[config.mk]
export PLATFORM = sky130hd
export DESIGN_NAME = mbx_dual_port
export DESIGN_NICKNAME = d
export VERILOG_FILES = /design/src/rtl/mbx_pkg.sv /design/src/rtl/mbx_host_port.sv /design/src/rtl/mbx_sat_port.sv /design/src/rtl/mbx_shared_regs.sv /design/src/rtl/mbx_irq_gen.sv /design/src/rtl/mbx_dual_port.sv
export SDC_FILE = /design/constraint.sdc
export NUM_CORES = 1
export LEC_CHECK = 0
export BUFFER_PORTS_ARGS = -buffer_cell sky130_fd_sc_hd__buf_2
export CORE_UTILIZATION = 35
export DETAILED_ROUTE_END_ITERATION = 8
export MAX_ROUTING_LAYER = met4
export PLACE_DENSITY = 0.63
export SYNTH_ARGS = -nofsm -noshare
export SYNTH_HDL_FRONTEND = slang
export SYNTH_SLANG_ARGS = --single-unit
[constraint.sdc]
create_clock -name clk -period 3.42 [get_ports clk]
set_clock_uncertainty 0.1 [all_clocks]
set_input_delay 0.684 -clock clk [delete_from_list [all_inputs] [get_ports clk]]
set_output_delay 0.684 -clock clk [all_outputs]
set_load 0.1 [all_outputs]
[src/rtl/mbx_pkg.sv]
package mbx_pkg;
  localparam int NSHR        = 5;
  localparam int HDW         = 16;
  localparam int SDW         = 32;
  localparam int KEYW        = 64;
  localparam int IDX_CMD     = 0;
  localparam int IDX_OFS     = 1;
  localparam int IDX_PRML    = 2;
  localparam int IDX_PRMH    = 3;
  localparam int IDX_STAT    = 4;
  localparam int STRIDE      = 4;
  localparam int HOST_BASE   = 'h3C;
  localparam int SAT_BASE    = 'h14;
  localparam int SAT_SCRATCH = 'h00;
  localparam int SAT_IDENT   = 'h2C;
  localparam int SAT_KEY_LO  = 'h30;
  localparam int SAT_KEY_HI  = 'h34;
  localparam logic [SDW-1:0] SHR_RST   = 32'h0000_FFFF;
  localparam logic [SDW-1:0] IDENT_VAL = 32'h0000_000C;
endpackage

[src/rtl/mbx_host_port.sv]
module mbx_host_port
  import mbx_pkg::*;
#(
  parameter int AW = 8
) (
  input  logic                      sel,
  input  logic                      wr,
  input  logic [AW-1:0]             addr,
  input  logic [NSHR-1:0][HDW-1:0]  shr_lo,
  output logic [NSHR-1:0]           wstb,
  output logic [HDW-1:0]            rdata
);
  logic [NSHR-1:0] hit;

  genvar gi;
  generate
    for (gi = 0; gi < NSHR; gi++) begin : g_dec
      assign hit[gi]  = (addr == AW'(HOST_BASE + STRIDE * gi));
      assign wstb[gi] = sel & wr & hit[gi];
    end
  endgenerate

  always_comb begin
    rdata = '1;
    for (int i = 0; i < NSHR; i++) begin
      if (hit[i]) rdata = shr_lo[i];
    end
  end
endmodule

[src/rtl/mbx_sat_port.sv]
module mbx_sat_port
  import mbx_pkg::*;
#(
  parameter int AW = 8
) (
  input  logic                      clk,
  input  logic                      rst_n,
  input  logic                      sel,
  input  logic                      wr,
  input  logic [AW-1:0]             addr,
  input  logic [SDW-1:0]            wdata,
  input  logic [NSHR-1:0][SDW-1:0]  shr,
  output logic [NSHR-1:0]           wstb,
  output logic [SDW-1:0]            rdata
);
  localparam int HALF = KEYW / 2;

  logic [NSHR-1:0] hit;
  logic            hit_scr, hit_id, hit_klo, hit_khi;
  logic            we;
  logic [SDW-1:0]  scr_q;
  logic [KEYW-1:0] key_q;

  assign we = sel & wr;

  genvar gi;
  generate
    for (gi = 0; gi < NSHR; gi++) begin : g_dec
      assign hit[gi]  = (addr == AW'(SAT_BASE + STRIDE * gi));
      assign wstb[gi] = we & hit[gi];
    end
  endgenerate

  assign hit_scr = (addr == AW'(SAT_SCRATCH));
  assign hit_id  = (addr == AW'(SAT_IDENT));
  assign hit_klo = (addr == AW'(SAT_KEY_LO));
  assign hit_khi = (addr == AW'(SAT_KEY_HI));

  always_ff @(posedge clk or negedge rst_n) begin
    if (!rst_n) begin
      scr_q <= '0;
    end else if (we && hit_scr) begin
      scr_q <= wdata;
    end
  end

  always_ff @(posedge clk or negedge rst_n) begin
    if (!rst_n) begin
      key_q <= '0;
    end else begin
      if (we && hit_klo) key_q[HALF-1:0]    <= wdata;
      if (we && hit_khi) key_q[KEYW-1:HALF] <= wdata;
    end
  end

  always_comb begin
    rdata = '1;
    for (int i = 0; i < NSHR; i++) begin
      if (hit[i]) rdata = shr[i];
    end
    if (hit_scr) rdata = scr_q;
    if (hit_id)  rdata = IDENT_VAL;
    if (hit_klo) rdata = key_q[HALF-1:0];
    if (hit_khi) rdata = key_q[KEYW-1:HALF];
  end
endmodule

[src/rtl/mbx_shared_regs.sv]
module mbx_shared_regs
  import mbx_pkg::*;
(
  input  logic                      clk,
  input  logic                      rst_n,
  input  logic [NSHR-1:0]           h_wstb,
  input  logic [HDW-1:0]            h_wdata,
  input  logic [NSHR-1:0]           s_wstb,
  input  logic [SDW-1:0]            s_wdata,
  output logic [NSHR-1:0][SDW-1:0]  regs_q,
  output logic                      stat_we,
  output logic [SDW-1:0]            stat_nx
);
  logic [SDW-1:0] h_ext;
  assign h_ext = {{(SDW-HDW){1'b0}}, h_wdata};

  genvar gi;
  generate
    for (gi = 0; gi < NSHR; gi++) begin : g_reg
      always_ff @(posedge clk or negedge rst_n) begin
        if (!rst_n) begin
          regs_q[gi] <= SHR_RST;
        end else if (s_wstb[gi]) begin
          regs_q[gi] <= s_wdata;
        end else if (h_wstb[gi]) begin
          regs_q[gi] <= h_ext;
        end
      end
    end
  endgenerate

  assign stat_we = s_wstb[IDX_STAT] | h_wstb[IDX_STAT];
  assign stat_nx = s_wstb[IDX_STAT] ? s_wdata : h_ext;
endmodule

[src/rtl/mbx_irq_gen.sv]
module mbx_irq_gen
  import mbx_pkg::*;
#(
  parameter int SAT_BIT  = 0,
  parameter int HOST_BIT = 8
) (
  input  logic           clk,
  input  logic           rst_n,
  input  logic           stat_we,
  input  logic [SDW-1:0] stat_nx,
  output logic           irq_sat,
  output logic           irq_host
);
  always_ff @(posedge clk or negedge rst_n) begin
    if (!rst_n) begin
      irq_sat  <= ~SHR_RST[SAT_BIT];
      irq_host <= ~SHR_RST[HOST_BIT];
    end else if (stat_we) begin
      irq_sat  <= ~stat_nx[SAT_BIT];
      irq_host <= ~stat_nx[HOST_BIT];
    end
  end
endmodule

[src/rtl/mbx_dual_port.sv]
module mbx_dual_port
  import mbx_pkg::*;
#(
  parameter int AW       = 8,
  parameter int SAT_BIT  = 0,
  parameter int HOST_BIT = 8
) (
  input  logic           clk,
  input  logic           rst_n,
  input  logic           h_sel,
  input  logic           h_wr,
  input  logic [AW-1:0]  h_addr,
  input  logic [HDW-1:0] h_wdata,
  output logic [HDW-1:0] h_rdata,
  input  logic           s_sel,
  input  logic           s_wr,
  input  logic [AW-1:0]  s_addr,
  input  logic [SDW-1:0] s_wdata,
  output logic [SDW-1:0] s_rdata,
  output logic           irq_to_sat,
  output logic           irq_to_host
);
  logic [NSHR-1:0][SDW-1:0] shr_q;
  logic [NSHR-1:0][HDW-1:0] shr_lo;
  logic [NSHR-1:0]          h_wstb, s_wstb;
  logic                     stat_we;
  logic [SDW-1:0]           stat_nx;
  logic [SDW-1:0]           stat_q;

  genvar gi;
  generate
    for (gi = 0; gi < NSHR; gi++) begin : g_lo
      assign shr_lo[gi] = shr_q[gi][HDW-1:0];
    end
  endgenerate

  assign stat_q = shr_q[IDX_STAT];

  mbx_host_port #(.AW(AW)) u_host (
    .sel(h_sel), .wr(h_wr), .addr(h_addr), .shr_lo(shr_lo),
    .wstb(h_wstb), .rdata(h_rdata)
  );

  mbx_sat_port #(.AW(AW)) u_sat (
    .clk(clk), .rst_n(rst_n), .sel(s_sel), .wr(s_wr), .addr(s_addr),
    .wdata(s_wdata), .shr(shr_q), .wstb(s_wstb), .rdata(s_rdata)
  );

  mbx_shared_regs u_regs (
    .clk(clk), .rst_n(rst_n), .h_wstb(h_wstb), .h_wdata(h_wdata),
    .s_wstb(s_wstb), .s_wdata(s_wdata), .regs_q(shr_q),
    .stat_we(stat_we), .stat_nx(stat_nx)
  );

  mbx_irq_gen #(.SAT_BIT(SAT_BIT), .HOST_BIT(HOST_BIT)) u_irq (
    .clk(clk), .rst_n(rst_n), .stat_we(stat_we), .stat_nx(stat_nx),
    .irq_sat(irq_to_sat), .irq_host(irq_to_host)
  );
endmodule

==> report_table.html, run 1 <==
<table>
<tr><th>Metric</th><th>Value</th></tr>
<tr><th colspan="2">Status</th></tr>
<tr><td>Status</td><td>finished clean</td></tr>
<tr><th colspan="2">Synthesis</th></tr>
<tr><td>Summed instance area of the synthesized netlist</td><td>13600 um2</td></tr>
<tr><td>Number of synthesized register bits</td><td>258</td></tr>
<tr><td>Number of flops mapped to enable cells by yosys</td><td>0</td></tr>
<tr><td>Top cell types by occurrence after synthesis</td><td>nand2_1 (214), dfrtp_1 (178), mux2i_1 (143), mux2_2 (96), o21ai_0 (87)</td></tr>
<tr><td>Synthesized netlist net count</td><td>1435</td></tr>
<tr><td>Count leader, synth</td><td>nand2_1</td></tr>
<tr><td>Synth cell types</td><td>42</td></tr>
<tr><td>Biggest area contributors in the synthesized netlist</td><td>dfrtp_1 (33%), dfstp_2 (15%), mux2i_1 (10%)</td></tr>
<tr><td>Top-area cell type share of the netlist area</td><td>32.6%</td></tr>
<tr><td>Share of flip-flops with an asynchronous set or reset</td><td>100%</td></tr>
<tr><td>Cells after Synth</td><td>1365</td></tr>
<tr><td>Mean area per synthesized cell</td><td>10.0 um2</td></tr>
<tr><td>Leading area contributor after synthesis</td><td>dfrtp_1</td></tr>
<tr><td>Number of warning messages in the yosys log</td><td>0</td></tr>
<tr><td>Share of the yosys chip area belonging to registers</td><td>48.0%</td></tr>
<tr><td>Dominant synthesized flop cell</td><td>dfrtp_1</td></tr>
<tr><th colspan="2">Final layout</th></tr>
<tr><td>Final std cell area, no fill</td><td>16700 um2</td></tr>
<tr><td>Net count, final</td><td>1544</td></tr>
<tr><td>Share of cells above drive strength 1</td><td>31.9%</td></tr>
<tr><td>Layout fillers</td><td>3646</td></tr>
<tr><td>Growth of design area from synthesis to finish</td><td>22.4%</td></tr>
<tr><th colspan="2">STA</th></tr>
<tr><td>Remaining max-slew budget at the tightest pin</td><td>40.3%</td></tr>
<tr><td>Achievable clock frequency</td><td>0.294 GHz</td></tr>
<tr><td>Worst hold-check slack</td><td>0.300 ns</td></tr>
<tr><td>Pins over their slew limit</td><td>0</td></tr>
<tr><td>Min Tclk post-route</td><td>3.40 ns</td></tr>
<tr><td>Count of final hold-check violations</td><td>0</td></tr>
<tr><td>Count of endpoints failing setup in the final report</td><td>0</td></tr>
<tr><td>Part of the cycle the worst path needs</td><td>99.3%</td></tr>
<tr><td>Transition time of the tightest slew-check pin</td><td>0.895 ns</td></tr>
<tr><td>Setup repair after global routing missed its margin</td><td>false</td></tr>
<tr><td>Setup_tns</td><td>0 ns</td></tr>
<tr><th colspan="2">Clocking</th></tr>
<tr><td>Clock tree from TritonCTS</td><td>yes</td></tr>
<tr><td>Clock sink total</td><td>258</td></tr>
<tr><td>Register clock-pin slew on the reported worst setup and hold paths</td><td>0.06 ns</td></tr>
<tr><td>Buffer levels on the longest clock path</td><td>3</td></tr>
<tr><td>CTS Root Cell</td><td>clkbuf_16</td></tr>
<tr><td>Clk Latency, worst-skew pair</td><td>0.56 ns</td></tr>
<tr><td>H-tree lvl count</td><td>1</td></tr>
<tr><td>CTS Buf Count</td><td>29</td></tr>
<tr><th colspan="2">Route</th></tr>
<tr><td>Pre-Repair DR Iteration Count</td><td>5</td></tr>
<tr><td>Drc violations</td><td>0</td></tr>
<tr><td>Via count</td><td>11600</td></tr>
<tr><td>Initial detailed-routing violation count</td><td>975</td></tr>
<tr><td>Final wirelength</td><td>46300 um</td></tr>
<tr><td>Detailed-route wire length per cell</td><td>23.0 um</td></tr>
<tr><td>Vias per cell</td><td>5.79</td></tr>
<tr><td>ANT nets after route</td><td>0</td></tr>
<tr><th colspan="2">Critical path</th></tr>
<tr><td>Critical path peak fanout</td><td>17</td></tr>
<tr><td>CP Launch Type</td><td>input port</td></tr>
<tr><td>Critical path required time</td><td>2.64 ns</td></tr>
<tr><td>Setup CP Type</td><td>input port to output port</td></tr>
<tr><td>Critical path data arrival time</td><td>2.61 ns</td></tr>
<tr><td>Capturing element type of the critical path</td><td>output port</td></tr>
<tr><th colspan="2">Die</th></tr>
<tr><td>Ports</td><td>120</td></tr>
<tr><td>Area of the core</td><td>38000 um2</td></tr>
<tr><td>Overall die width</td><td>199 um</td></tr>
<tr><td>Total Die Area</td><td>39800 um2</td></tr>
<tr><td>Count of standard-cell rows</td><td>71</td></tr>
<tr><td>Floorplan die height</td><td>199 um</td></tr>
<tr><td>Starting Density</td><td>35.9%</td></tr>
<tr><th colspan="2">Min path</th></tr>
<tr><td>Min-Delay Path Class</td><td>input port to flop</td></tr>
<tr><th colspan="2">Placement</th></tr>
<tr><td>HPWL Detailed</td><td>28700 um</td></tr>
<tr><td>Cell area after placement</td><td>15600 um2</td></tr>
<tr><td>IO Port Bufs</td><td>119</td></tr>
<tr><td>Global placer's final weighted congestion</td><td>0.866</td></tr>
<tr><th colspan="2">Pwr</th></tr>
<tr><td>Worst ir drop on vdd</td><td>0.000374 V</td></tr>
<tr><td>Total power density per cell area</td><td>429 nW/um2</td></tr>
<tr><td>Total leakage power</td><td>7.58 nW</td></tr>
<tr><th colspan="2">Job</th></tr>
<tr><td>Max Cap Viol</td><td>0</td></tr>
<tr><th colspan="2">GRT</th></tr>
<tr><td>GR Overflow Total</td><td>0</td></tr>
<tr><td>Global-route wire length before repair</td><td>70900 um</td></tr>
<tr><td>Number of global-route vias before repair</td><td>11800</td></tr>
<tr><td>Initial antenna violation count</td><td>4</td></tr>
<tr><td>Total global routing track utilization</td><td>24.1%</td></tr>
<tr><td>Maximum number of pins on one net before global-route repair</td><td>100</td></tr>
</table>
==> registers in the layout, indices dropped and copies added (netlist names) <==
| name | flops |
|---|---|
| u_sat.key_q | 64 |
| u_irq.irq_sat | 1 |
| u_irq.irq_host | 1 |
| u_sat.scr_q | 32 |
| u_regs.regs_q | 160 |
==> cells in the final DEF (no fill, tap or decap), types with 32 or more instances in the layout <==
| cell type | Yosys | final |
|---|---|---|
| nand2_1 | 214 | 214 |
| dfrtp_1 | 178 | 178 |
| mux2i_1 | 143 | 143 |
| mux2_2 | 96 | 96 |
| buf_2 | 22 | 83 |
| dfstp_2 | 80 | 80 |
| a21oi_1 | 72 | 72 |
| buf_4 | 0 | 63 |
| o21ai_0 | 87 | 62 |
| nand3_1 | 53 | 53 |
| nor2_1 | 37 | 35 |
| buf_12 | 0 | 33 |
| a22o_1 | 32 | 32 |
==> report_power, final <==
group          internal [mW]  switching [mW]
registers               3.21          0.0751
logic                  0.251           0.482
clock network           1.84            1.31
==> path summary, 6_finish.rpt <==
| kind | from | end | slack, ns | depth (start not counted) |
|---|---|---|---|---|
| hold reg to reg | u_regs.regs_q[34] | u_regs.regs_q[34] | 0.37 | 2 |
| setup / recovery | s_addr[1] | s_rdata[27] | 0.02 | 9 |
| setup reg to reg | u_regs.regs_q[33] | u_regs.regs_q[33] | 2.39 | 2 |
| max in group asynchronous | rst_n | u_regs.regs_q[126] | 1.75 | 3 |
| min in group asynchronous | rst_n | u_sat.key_q[34] | 0.53 | 2 |
| hold / removal | h_wdata[11] | u_regs.regs_q[43] | 0.30 | 3 |
==> cells by family after synthesis <==
group	count (synthesis)	synth area share, %
AO/OA/AOI/OAI	341	16.6
buffers and inverters	142	4.27
flip-flops	258	48.0
AND/OR/NAND/NOR	385	12.7
multiplexers	239	18.4
==> final cells by class <==
class | count | area (um2) | share of cell area, %
multi-input combinational | 965 | 6760 | 40.4
sequential | 258 | 6560 | 39.2
timing repair buffer | 196 | 1700 | 10.2
clock buffer | 42 | 835 | 4.99
tap | 511 | 639 | 3.83
clock inverter | 11 | 115 | 0.689
inverter | 24 | 93.8 | 0.562
antenna | 5 | 12.5 | 0.0749
==> critical path, stage by stage <==
cell and delay (ns):
buf_2 0.12, or3_1 0.42, nor4b_4 0.23, buf_4 0.21
clkbuf_16 0.24, a22oi_1 0.11, o221ai_1 0.20, o21ai_2 0.08
buf_2 0.30
==> per-stage QoR <==
step	worst slack [ns]	power [mW]	instances	util (%)
after floorplan	-0.482	3.72	1365	-
after global placement	0.0808	4.04	1950	41.2
after detailed placement	0.0295	4.05	1950	41.2
after CTS	0.0298	7.20	2004	43.7
after global routing	0.00421	7.40	2011	43.9
final	0.0240	7.16	2012	44.0
==> repair_timing <==
action	4_1_cts	5_1_grt
setup endpoints to repair	0	17
hold buffers	1	0
buffers inserted	0	2
resized for setup	0	20
endpoints found under the hold margin	25	0
==> metal layers <==
| metal | GRT usage, % | vias to the layer above | routed length (um) |
|---|---|---|---|
| met3 | 3.22 | 90 | 3010 |
| met1 | 31.7 | 5904 | 20000 |
| met4 | 7.63 | 0 | 1190 |
| met5 | - | - | 0 |
| met2 | 38.3 | 468 | 22000 |
| li1 | - | 5183 | - |
Note: power is estimated with default switching activity, not from simulation.
==> inputs of run 2 (changes only) <==
- clock period: 3.42 -> 3.6 ns (I/O delays scaled with it)
==> report_table.html, run 2 (synthesis results as in run 1) <==
<table>
<tr><th>Metric</th><th>Value</th></tr>
<tr><th colspan="2">Final layout</th></tr>
<tr><td>Register bank with the most flops</td><td>u_regs.regs_q</td></tr>
<tr><td>Regs by FF count</td><td>u_regs.regs_q (160), u_sat.key_q (64), u_sat.scr_q (32)</td></tr>
<tr><td>Flip-flop count of the largest register after layout</td><td>160 (unchanged)</td></tr>
<tr><td>Growth of design area from synthesis to finish</td><td>22.2%</td></tr>
<tr><td>Commonest non-fill, non-tap cell in the layout</td><td>nand2_1</td></tr>
<tr><td>Commonest cells after routing, fill and taps aside</td><td>nand2_1 (214), dfrtp_1 (178), mux2i_1 (143)</td></tr>
<tr><td>Share of cells above drive strength 1</td><td>31.7% (-0.20 points)</td></tr>
<tr><td>Layout fillers</td><td>3675 (+0.80%)</td></tr>
<tr><td>Final std cell area, no fill</td><td>16700 um2 (-0.22%)</td></tr>
<tr><td>Net count, final</td><td>1546 (+0.13%)</td></tr>
<tr><th colspan="2">Route</th></tr>
<tr><td>Detailed-route wire length per cell</td><td>23.0 um (+0.23%)</td></tr>
<tr><td>Length of routed met2 wiring</td><td>21300 um (-3.5%)</td></tr>
<tr><td>Via count</td><td>11600 (-0.13%)</td></tr>
<tr><td>Final wirelength</td><td>46400 um (+0.38%)</td></tr>
<tr><td>Pre-Repair DR Iteration Count</td><td>6 (+1)</td></tr>
<tr><td>Routed length on met3</td><td>3020 um (+0.47%)</td></tr>
<tr><td>Vias per cell</td><td>5.77 (-0.28%)</td></tr>
<tr><td>ANT nets after route</td><td>0 (unchanged)</td></tr>
<tr><td>Routed metal-1 wirelength</td><td>20800 um (+4.0%)</td></tr>
<tr><td>Initial detailed-routing violation count</td><td>923 (-5.3%)</td></tr>
<tr><td>Highest Signal Layer</td><td>met4</td></tr>
<tr><td>Drc violations</td><td>0 (unchanged)</td></tr>
<tr><th colspan="2">Clocking</th></tr>
<tr><td>Clk Latency, worst-skew pair</td><td>0.56 ns (about the same)</td></tr>
<tr><td>CTS Buf Count</td><td>29 (unchanged)</td></tr>
<tr><td>CTS Root Cell</td><td>clkbuf_16</td></tr>
<tr><td>Clock tree from TritonCTS</td><td>yes</td></tr>
<tr><td>Clock sink total</td><td>258 (unchanged)</td></tr>
<tr><td>Buffer levels on the longest clock path</td><td>3 (unchanged)</td></tr>
<tr><td>H-tree lvl count</td><td>1 (unchanged)</td></tr>
<tr><td>Register clock-pin slew on the reported worst setup and hold paths</td><td>0.05 ns (about the same)</td></tr>
<tr><td>Total of hold buffers inserted after clock tree synthesis</td><td>0 (-1)</td></tr>
<tr><th colspan="2">STA</th></tr>
<tr><td>Part of the cycle the worst path needs</td><td>96.8%</td></tr>
<tr><td>Count of final hold-check violations</td><td>0 (unchanged)</td></tr>
<tr><td>Count of endpoints failing setup in the final report</td><td>0 (unchanged)</td></tr>
<tr><td>Transition time of the tightest slew-check pin</td><td>0.995 ns (+0.100 ns)</td></tr>
<tr><td>Remaining max-slew budget at the tightest pin</td><td>33.7% (-6.7 points)</td></tr>
<tr><td>Min Tclk post-route</td><td>3.49 ns</td></tr>
<tr><td>Achievable clock frequency</td><td>0.287 GHz</td></tr>
<tr><td>Pins over their slew limit</td><td>0 (unchanged)</td></tr>
<tr><th colspan="2">Placement</th></tr>
<tr><td>Cell area after placement</td><td>15700 um2 (+0.14%)</td></tr>
<tr><td>HPWL Detailed</td><td>29100 um (+1.3%)</td></tr>
<tr><td>Global placer's final weighted congestion</td><td>0.875 (+0.99%)</td></tr>
<tr><td>IO Port Bufs</td><td>119 (unchanged)</td></tr>
<tr><th colspan="2">Pwr</th></tr>
<tr><td>Worst ir drop on vdd</td><td>0.000359 V (-4.1%)</td></tr>
<tr><td>Total leakage power</td><td>7.57 nW (-0.12%)</td></tr>
<tr><td>Total power density per cell area</td><td>406 nW/um2 (-5.3%)</td></tr>
<tr><td>Total power</td><td>6.77 mW (-5.5%)</td></tr>
<tr><th colspan="2">Die</th></tr>
<tr><td>Area of the core</td><td>38000 um2 (unchanged)</td></tr>
<tr><td>Total Die Area</td><td>39800 um2 (unchanged)</td></tr>
<tr><td>Starting Density</td><td>35.9% (unchanged)</td></tr>
<tr><td>Overall die width</td><td>199 um (unchanged)</td></tr>
<tr><td>Floorplan die height</td><td>199 um (unchanged)</td></tr>
<tr><td>Count of standard-cell rows</td><td>71 (unchanged)</td></tr>
<tr><td>Ports</td><td>120 (unchanged)</td></tr>
<tr><th colspan="2">Job</th></tr>
<tr><td>Max Cap Viol</td><td>0 (unchanged)</td></tr>
<tr><th colspan="2">Critical path</th></tr>
<tr><td>Critical path required time</td><td>2.78 ns (+0.14 ns)</td></tr>
<tr><td>Critical path data arrival time</td><td>2.67 ns (+0.06 ns)</td></tr>
<tr><td>Capturing element type of the critical path</td><td>output port</td></tr>
<tr><td>Setup CP Type</td><td>input port to output port</td></tr>
<tr><td>Critical path peak fanout</td><td>7 (-10)</td></tr>
<tr><td>CP Launch Type</td><td>input port</td></tr>
<tr><th colspan="2">Min path</th></tr>
<tr><td>Min-Delay Path Class</td><td>input port to async pin</td></tr>
<tr><th colspan="2">GRT</th></tr>
<tr><td>Total global routing track utilization</td><td>24.0% (about the same)</td></tr>
<tr><td>Maximum number of pins on one net before global-route repair</td><td>79 (-21%)</td></tr>
<tr><td>Initial antenna violation count</td><td>4 (unchanged)</td></tr>
<tr><td>GR Overflow Total</td><td>0 (unchanged)</td></tr>
<tr><td>Number of global-route vias before repair</td><td>11600 (-1.8%)</td></tr>
<tr><td>Global-route wire length before repair</td><td>70600 um (-0.37%)</td></tr>
<tr><th colspan="2">Status</th></tr>
<tr><td>Status</td><td>finished clean</td></tr>
</table>
-- run 2: changes by cell type in the layout (fill, tap and decap cells not counted), sizes merged --
cell,change
buf,+14
clkbuf,-5
inv,+1
clkinv,-3
clkinvlp,-2
bufinv,-1
dlygate4sd3,-1
-- run 2: final cells by class --
type	count	area (um2)	share of cell area [%]
antenna	5	12.5	0.0750
clock buffer	48	868	5.21
clock inverter	6	70.1	0.420
inverter	24	90.1	0.540
multi-input combinational	965	6760	40.5
sequential	258	6560	39.3
tap	511	639	3.83
timing repair buffer	198	1680	10.1
-- run 2: what timing repair did --
action / in CTS / in global routing
endpoints found under the setup margin: 0 / 21
hold endpoints to repair: 0 / 0
gates resized for setup: 0 / 13
setup buffers: 0 / 2
-- run 2: through the flow --
stage               hold WS (ns)  setup WS [ns]  setup TNS, ns  util, %  cells
finish                    0.0469          0.114              0     43.9   2015
global placement           0.358         0.0801              0     41.2   1953
CTS                       0.0648         0.0309              0     43.7   2007
global route              0.0772       -0.00881        -0.0124     43.8   2014
detailed placement         0.364         0.0312              0     41.2   1953
floorplan                  0.324         -0.374         -0.374        -   1365
-- run 2: worst paths after layout --
| check | start | to | slack, ns | depth (start not counted) |
|---|---|---|---|---|
| max in group asynchronous | rst_n | u_regs.regs_q[42] | 2.43 | 2 |
| max | s_addr[1] | s_rdata[30] | 0.11 | 9 |
| min | rst_n | u_sat.key_q[24] | 0.05 | 1 |
| min reg2reg | u_regs.regs_q[39] | u_regs.regs_q[39] | 0.38 | 2 |
| min in group clk | h_wdata[11] | u_regs.regs_q[43] | 0.33 | 3 |
| max reg2reg | u_regs.regs_q[70] | u_regs.regs_q[70] | 2.59 | 2 |
-- run 2: layer usage --
metal,up-vias,global-route usage (%)
li1,5194,-
met4,0,7.52
met2,469,36.9
met1,5882,32.8
met3,85,3.31
met5,-,-
-- run 2: where the power goes --
part / internal, mW / switching [mW] / total [mW]
clock: 1.72 / 1.24 / 2.96
sequential: 3.05 / 0.0723 / 3.12
combinational: 0.233 / 0.458 / 0.690
-- run 2: critical path, cell delays in order --
cell and delay [ns]:
buf_2 0.13, or3_4 0.42, nor4b_4 0.30, buf_4 0.16, buf_2 0.24, o221ai_1 0.17
o2111ai_1 0.14, o21ai_2 0.09, buf_2 0.30
==> inputs of run 3 (changes only) <==
- PLACE_DENSITY: 0.63 -> default
==> report_table.html, run 3 (synthesis results as in run 1) <==
<table>
<tr><th>Metric</th><th>Value</th></tr>
<tr><th colspan="2">Status</th></tr>
<tr><td>Status</td><td>finished clean</td></tr>
<tr><th colspan="2">Route</th></tr>
<tr><td>Pre-Repair DR Iteration Count</td><td>7 (+1)</td></tr>
<tr><td>Initial detailed-routing violation count</td><td>1063 (+15%)</td></tr>
<tr><td>Routed length on met3</td><td>3170 um (+4.9%)</td></tr>
<tr><td>Drc violations</td><td>0 (unchanged)</td></tr>
<tr><td>Final wirelength</td><td>45400 um (-2.3%)</td></tr>
<tr><td>Vias per cell</td><td>5.72 (-0.84%)</td></tr>
<tr><td>Highest Signal Layer</td><td>met4</td></tr>
<tr><td>Length of routed met2 wiring</td><td>21000 um (-1.2%)</td></tr>
<tr><td>Detailed-route wire length per cell</td><td>22.6 um (-1.9%)</td></tr>
<tr><td>Routed metal-1 wirelength</td><td>20200 um (-2.9%)</td></tr>
<tr><td>Via count</td><td>11500 (-1.3%)</td></tr>
<tr><td>ANT nets after route</td><td>0 (unchanged)</td></tr>
<tr><th colspan="2">Critical path</th></tr>
<tr><td>Critical path data arrival time</td><td>2.67 ns (about the same)</td></tr>
<tr><td>Setup CP Type</td><td>input port to output port</td></tr>
<tr><td>Most common cell on crit path</td><td>buf_2</td></tr>
<tr><td>Worst setup path startpoint</td><td>s_addr[3]</td></tr>
<tr><td>Endpoint of the worst setup timing path</td><td>s_rdata[13]</td></tr>
<tr><td>Family with the most delay on the worst path</td><td>simple AND/OR/NAND/NOR gates</td></tr>
<tr><td>Critical path peak fanout</td><td>32 (+25)</td></tr>
<tr><td>Depth of the worst register-to-register path</td><td>2 (unchanged)</td></tr>
<tr><td>CP Launch Type</td><td>input port</td></tr>
<tr><td>Capturing element type of the critical path</td><td>output port</td></tr>
<tr><td>R2R setup slack</td><td>2.61 ns (+0.02 ns)</td></tr>
<tr><td>Critical path required time</td><td>2.78 ns (about the same)</td></tr>
<tr><td>Cell count along the critical path</td><td>8 (-1)</td></tr>
<tr><td>Chain of cells forming the critical path</td><td>buf_2, or3_1, nor4b_4, buf_12, o221ai_1, o2111ai_1, o21ai_2, buf_2</td></tr>
<tr><td>Worst path bufs/invs</td><td>3 (-1)</td></tr>
<tr><td>Capturing point of the worst reg2reg path</td><td>u_regs.regs_q[128]</td></tr>
<tr><td>Reg-to-reg critical path startpoint</td><td>u_regs.regs_q[128]</td></tr>
<tr><td>Largest stage delay on the critical path</td><td>0.46 ns (+0.04 ns)</td></tr>
<tr><td>Crit-path slowest cell</td><td>or3_1</td></tr>
<tr><th colspan="2">Clocking</th></tr>
<tr><td>Clock tree from TritonCTS</td><td>yes</td></tr>
<tr><td>CTS Root Cell</td><td>clkbuf_16</td></tr>
<tr><td>Number of buffers inserted to repair setup after CTS</td><td>0 (unchanged)</td></tr>
<tr><td>Clk Latency, worst-skew pair</td><td>0.56 ns (about the same)</td></tr>
<tr><td>CTS Buf Count</td><td>31 (+6.9%)</td></tr>
<tr><td>Clock sink total</td><td>258 (unchanged)</td></tr>
<tr><td>H-tree lvl count</td><td>1 (unchanged)</td></tr>
<tr><td>Buffer levels on the longest clock path</td><td>3 (unchanged)</td></tr>
<tr><td>Register clock-pin slew on the reported worst setup and hold paths</td><td>0.06 ns (about the same)</td></tr>
<tr><th colspan="2">Placement</th></tr>
<tr><td>Placed Cells incl. Taps</td><td>1943 (-0.51%)</td></tr>
<tr><td>IO Port Bufs</td><td>119 (unchanged)</td></tr>
<tr><td>HPWL Detailed</td><td>28200 um (-3.0%)</td></tr>
<tr><td>Global placer's final weighted congestion</td><td>0.827 (-5.4%)</td></tr>
<tr><th colspan="2">Die</th></tr>
<tr><td>Total Die Area</td><td>39800 um2 (unchanged)</td></tr>
<tr><td>Floorplan die height</td><td>199 um (unchanged)</td></tr>
<tr><td>Ports</td><td>120 (unchanged)</td></tr>
<tr><td>Count of standard-cell rows</td><td>71 (unchanged)</td></tr>
<tr><td>Area of the core</td><td>38000 um2 (unchanged)</td></tr>
<tr><td>Starting Density</td><td>35.9% (unchanged)</td></tr>
<tr><td>Overall die width</td><td>199 um (unchanged)</td></tr>
<tr><th colspan="2">GRT</th></tr>
<tr><td>Global-route wire length before repair</td><td>70000 um (-0.89%)</td></tr>
<tr><td>Maximum number of pins on one net before global-route repair</td><td>91 (+15%)</td></tr>
<tr><td>Total global routing track utilization</td><td>23.7% (-0.34 points)</td></tr>
<tr><td>Number of global-route vias before repair</td><td>11600 (-0.052%)</td></tr>
<tr><td>Initial antenna violation count</td><td>2 (-2)</td></tr>
<tr><td>GR Overflow Total</td><td>0 (unchanged)</td></tr>
<tr><th colspan="2">Job</th></tr>
<tr><td>Max Cap Viol</td><td>0 (unchanged)</td></tr>
<tr><th colspan="2">Pwr</th></tr>
<tr><td>Part of the power in the clock network</td><td>45.7% (+2.0 points)</td></tr>
<tr><td>Net switching power</td><td>1.82 mW (+2.8%)</td></tr>
<tr><td>Register share of total power</td><td>44.5% (-1.6 points)</td></tr>
<tr><td>Total power density per cell area</td><td>420 nW/um2 (+3.5%)</td></tr>
<tr><td>Proportion of total power due to net switching</td><td>26.0% (-0.18 points)</td></tr>
<tr><td>Combinational fraction of design power</td><td>9.8% (-0.4 points)</td></tr>
<tr><td>Worst ir drop on vdd</td><td>0.000373 V (+4.0%)</td></tr>
<tr><td>Total leakage power</td><td>7.55 nW (-0.31%)</td></tr>
<tr><td>Internal Power</td><td>5.19 mW (+3.8%)</td></tr>
<tr><th colspan="2">Final layout</th></tr>
<tr><td>Regs by FF count</td><td>u_regs.regs_q (160), u_sat.key_q (64), u_sat.scr_q (32)</td></tr>
<tr><td>Commonest non-fill, non-tap cell in the layout</td><td>nand2_1</td></tr>
<tr><td>Total area of sequential cells</td><td>6560 um2 (unchanged)</td></tr>
<tr><td>Area occupied by multi-input gates</td><td>6740 um2 (-0.20%)</td></tr>
<tr><td>Register bank with the most flops</td><td>u_regs.regs_q</td></tr>
<tr><td>Share of cells above drive strength 1</td><td>31.5% (-0.23 points)</td></tr>
<tr><td>Layout fillers</td><td>3653 (-0.60%)</td></tr>
<tr><td>Net count, final</td><td>1536 (-0.65%)</td></tr>
<tr><td>Growth of design area from synthesis to finish</td><td>22.2% (about the same)</td></tr>
<tr><td>Flip-flop count of the largest register after layout</td><td>160 (unchanged)</td></tr>
<tr><td>Commonest cells after routing, fill and taps aside</td><td>nand2_1 (214), dfrtp_1 (178), mux2i_1 (143)</td></tr>
<tr><td>Final instance count without filler cells</td><td>2005 (-0.50%)</td></tr>
<tr><th colspan="2">STA</th></tr>
<tr><td>Setup repair after global routing missed its margin</td><td>false</td></tr>
<tr><td>Transition time of the tightest slew-check pin</td><td>0.884 ns (-0.111 ns)</td></tr>
<tr><td>Pins over their slew limit</td><td>0 (unchanged)</td></tr>
<tr><td>Min Tclk post-route</td><td>3.49 ns (+0.000197 ns)</td></tr>
<tr><td>Count of endpoints failing setup in the final report</td><td>0 (unchanged)</td></tr>
<tr><td>Achievable clock frequency</td><td>0.287 GHz (about the same)</td></tr>
<tr><td>Part of the cycle the worst path needs</td><td>96.8% (about the same)</td></tr>
<tr><td>Remaining max-slew budget at the tightest pin</td><td>41.1% (+7.4 points)</td></tr>
<tr><td>Setup_tns</td><td>0 ns (unchanged)</td></tr>
<tr><td>Count of final hold-check violations</td><td>0 (unchanged)</td></tr>
<tr><th colspan="2">Min path</th></tr>
<tr><td>Min-Delay Path Class</td><td>input port to flop</td></tr>
</table>
[run 3: worst min-delay path by stage]
stage / startpoint / end / slack (ns) / cells after the start
final: s_wdata[17] / u_regs.regs_q[17] / 0.32 / 3
after global routing: s_wdata[17] / u_regs.regs_q[145] / 0.32 / 3
after CTS: s_wdata[17] / u_regs.regs_q[17] / 0.30 / 3
after detailed placement: u_regs.regs_q[37] / u_regs.regs_q[37] / 0.36 / 2
after global placement: u_regs.regs_q[37] / u_regs.regs_q[37] / 0.36 / 2
after floorplan: rst_n / u_irq.irq_host / 0.32 / 0
[run 3: power groups by stage]
stage	sequential, mW	clock, mW	combinational [mW]
2_1_floorplan	3.15	0	0.373
3_3_place_gp	3.16	0	0.675
3_5_place_dp	3.16	0	0.685
4_1_cts	3.12	3.27	0.688
5_1_grt	3.13	3.38	0.742
6_report	3.12	3.20	0.687
[run 3: final cells by class]
type | count | area share [%]
Sequential cell | 258 | 39.3
Inverter | 24 | 0.540
Clock inverter | 10 | 0.787
Tap cell | 511 | 3.83
Multi-Input combinational cell | 965 | 40.4
Clock buffer | 48 | 5.51
Antenna cell | 3 | 0.0450
Timing Repair Buffer | 186 | 9.57
[run 3: worst register-to-register path, delay by kind of cell (launching register included)]
| kind | cells | cell delay [ns] |
|---|---|---|
| compound gates | 1 | 0.19 |
| mux | 1 | 0.07 |
| flops | 1 | 0.55 |
[run 3: layer usage]
metal / vias to the layer above / global-route usage [%]
met5: - / -
li1: 5168 / -
met3: 68 / 3.56
met2: 448 / 36.7
met4: 0 / 6.56
met1: 5791 / 32.2
[run 3: what timing repair did]
action                    in CTS  in global routing
hold endpoints to repair      43                  0
resized for setup              0                  0
hold buffers                   1                  0
[run 3: stage by stage]
step | hold slack, ns | utilization, % | power, mW | worst slack (ns) | instance area (um2)
4_1_cts | 0.301 | 43.9 | 7.07 | 0.119 | 16700
3_5_place_dp | 0.362 | 41.1 | 3.85 | 0.115 | 15600
3_3_place_gp | 0.356 | 41.1 | 3.83 | 0.153 | 15600
2_1_floorplan | 0.324 | - | 3.53 | -0.374 | 13800
6_report | 0.324 | 43.9 | 7.01 | 0.114 | 16700
5_1_grt | 0.321 | 43.9 | 7.25 | 0.0306 | 16700
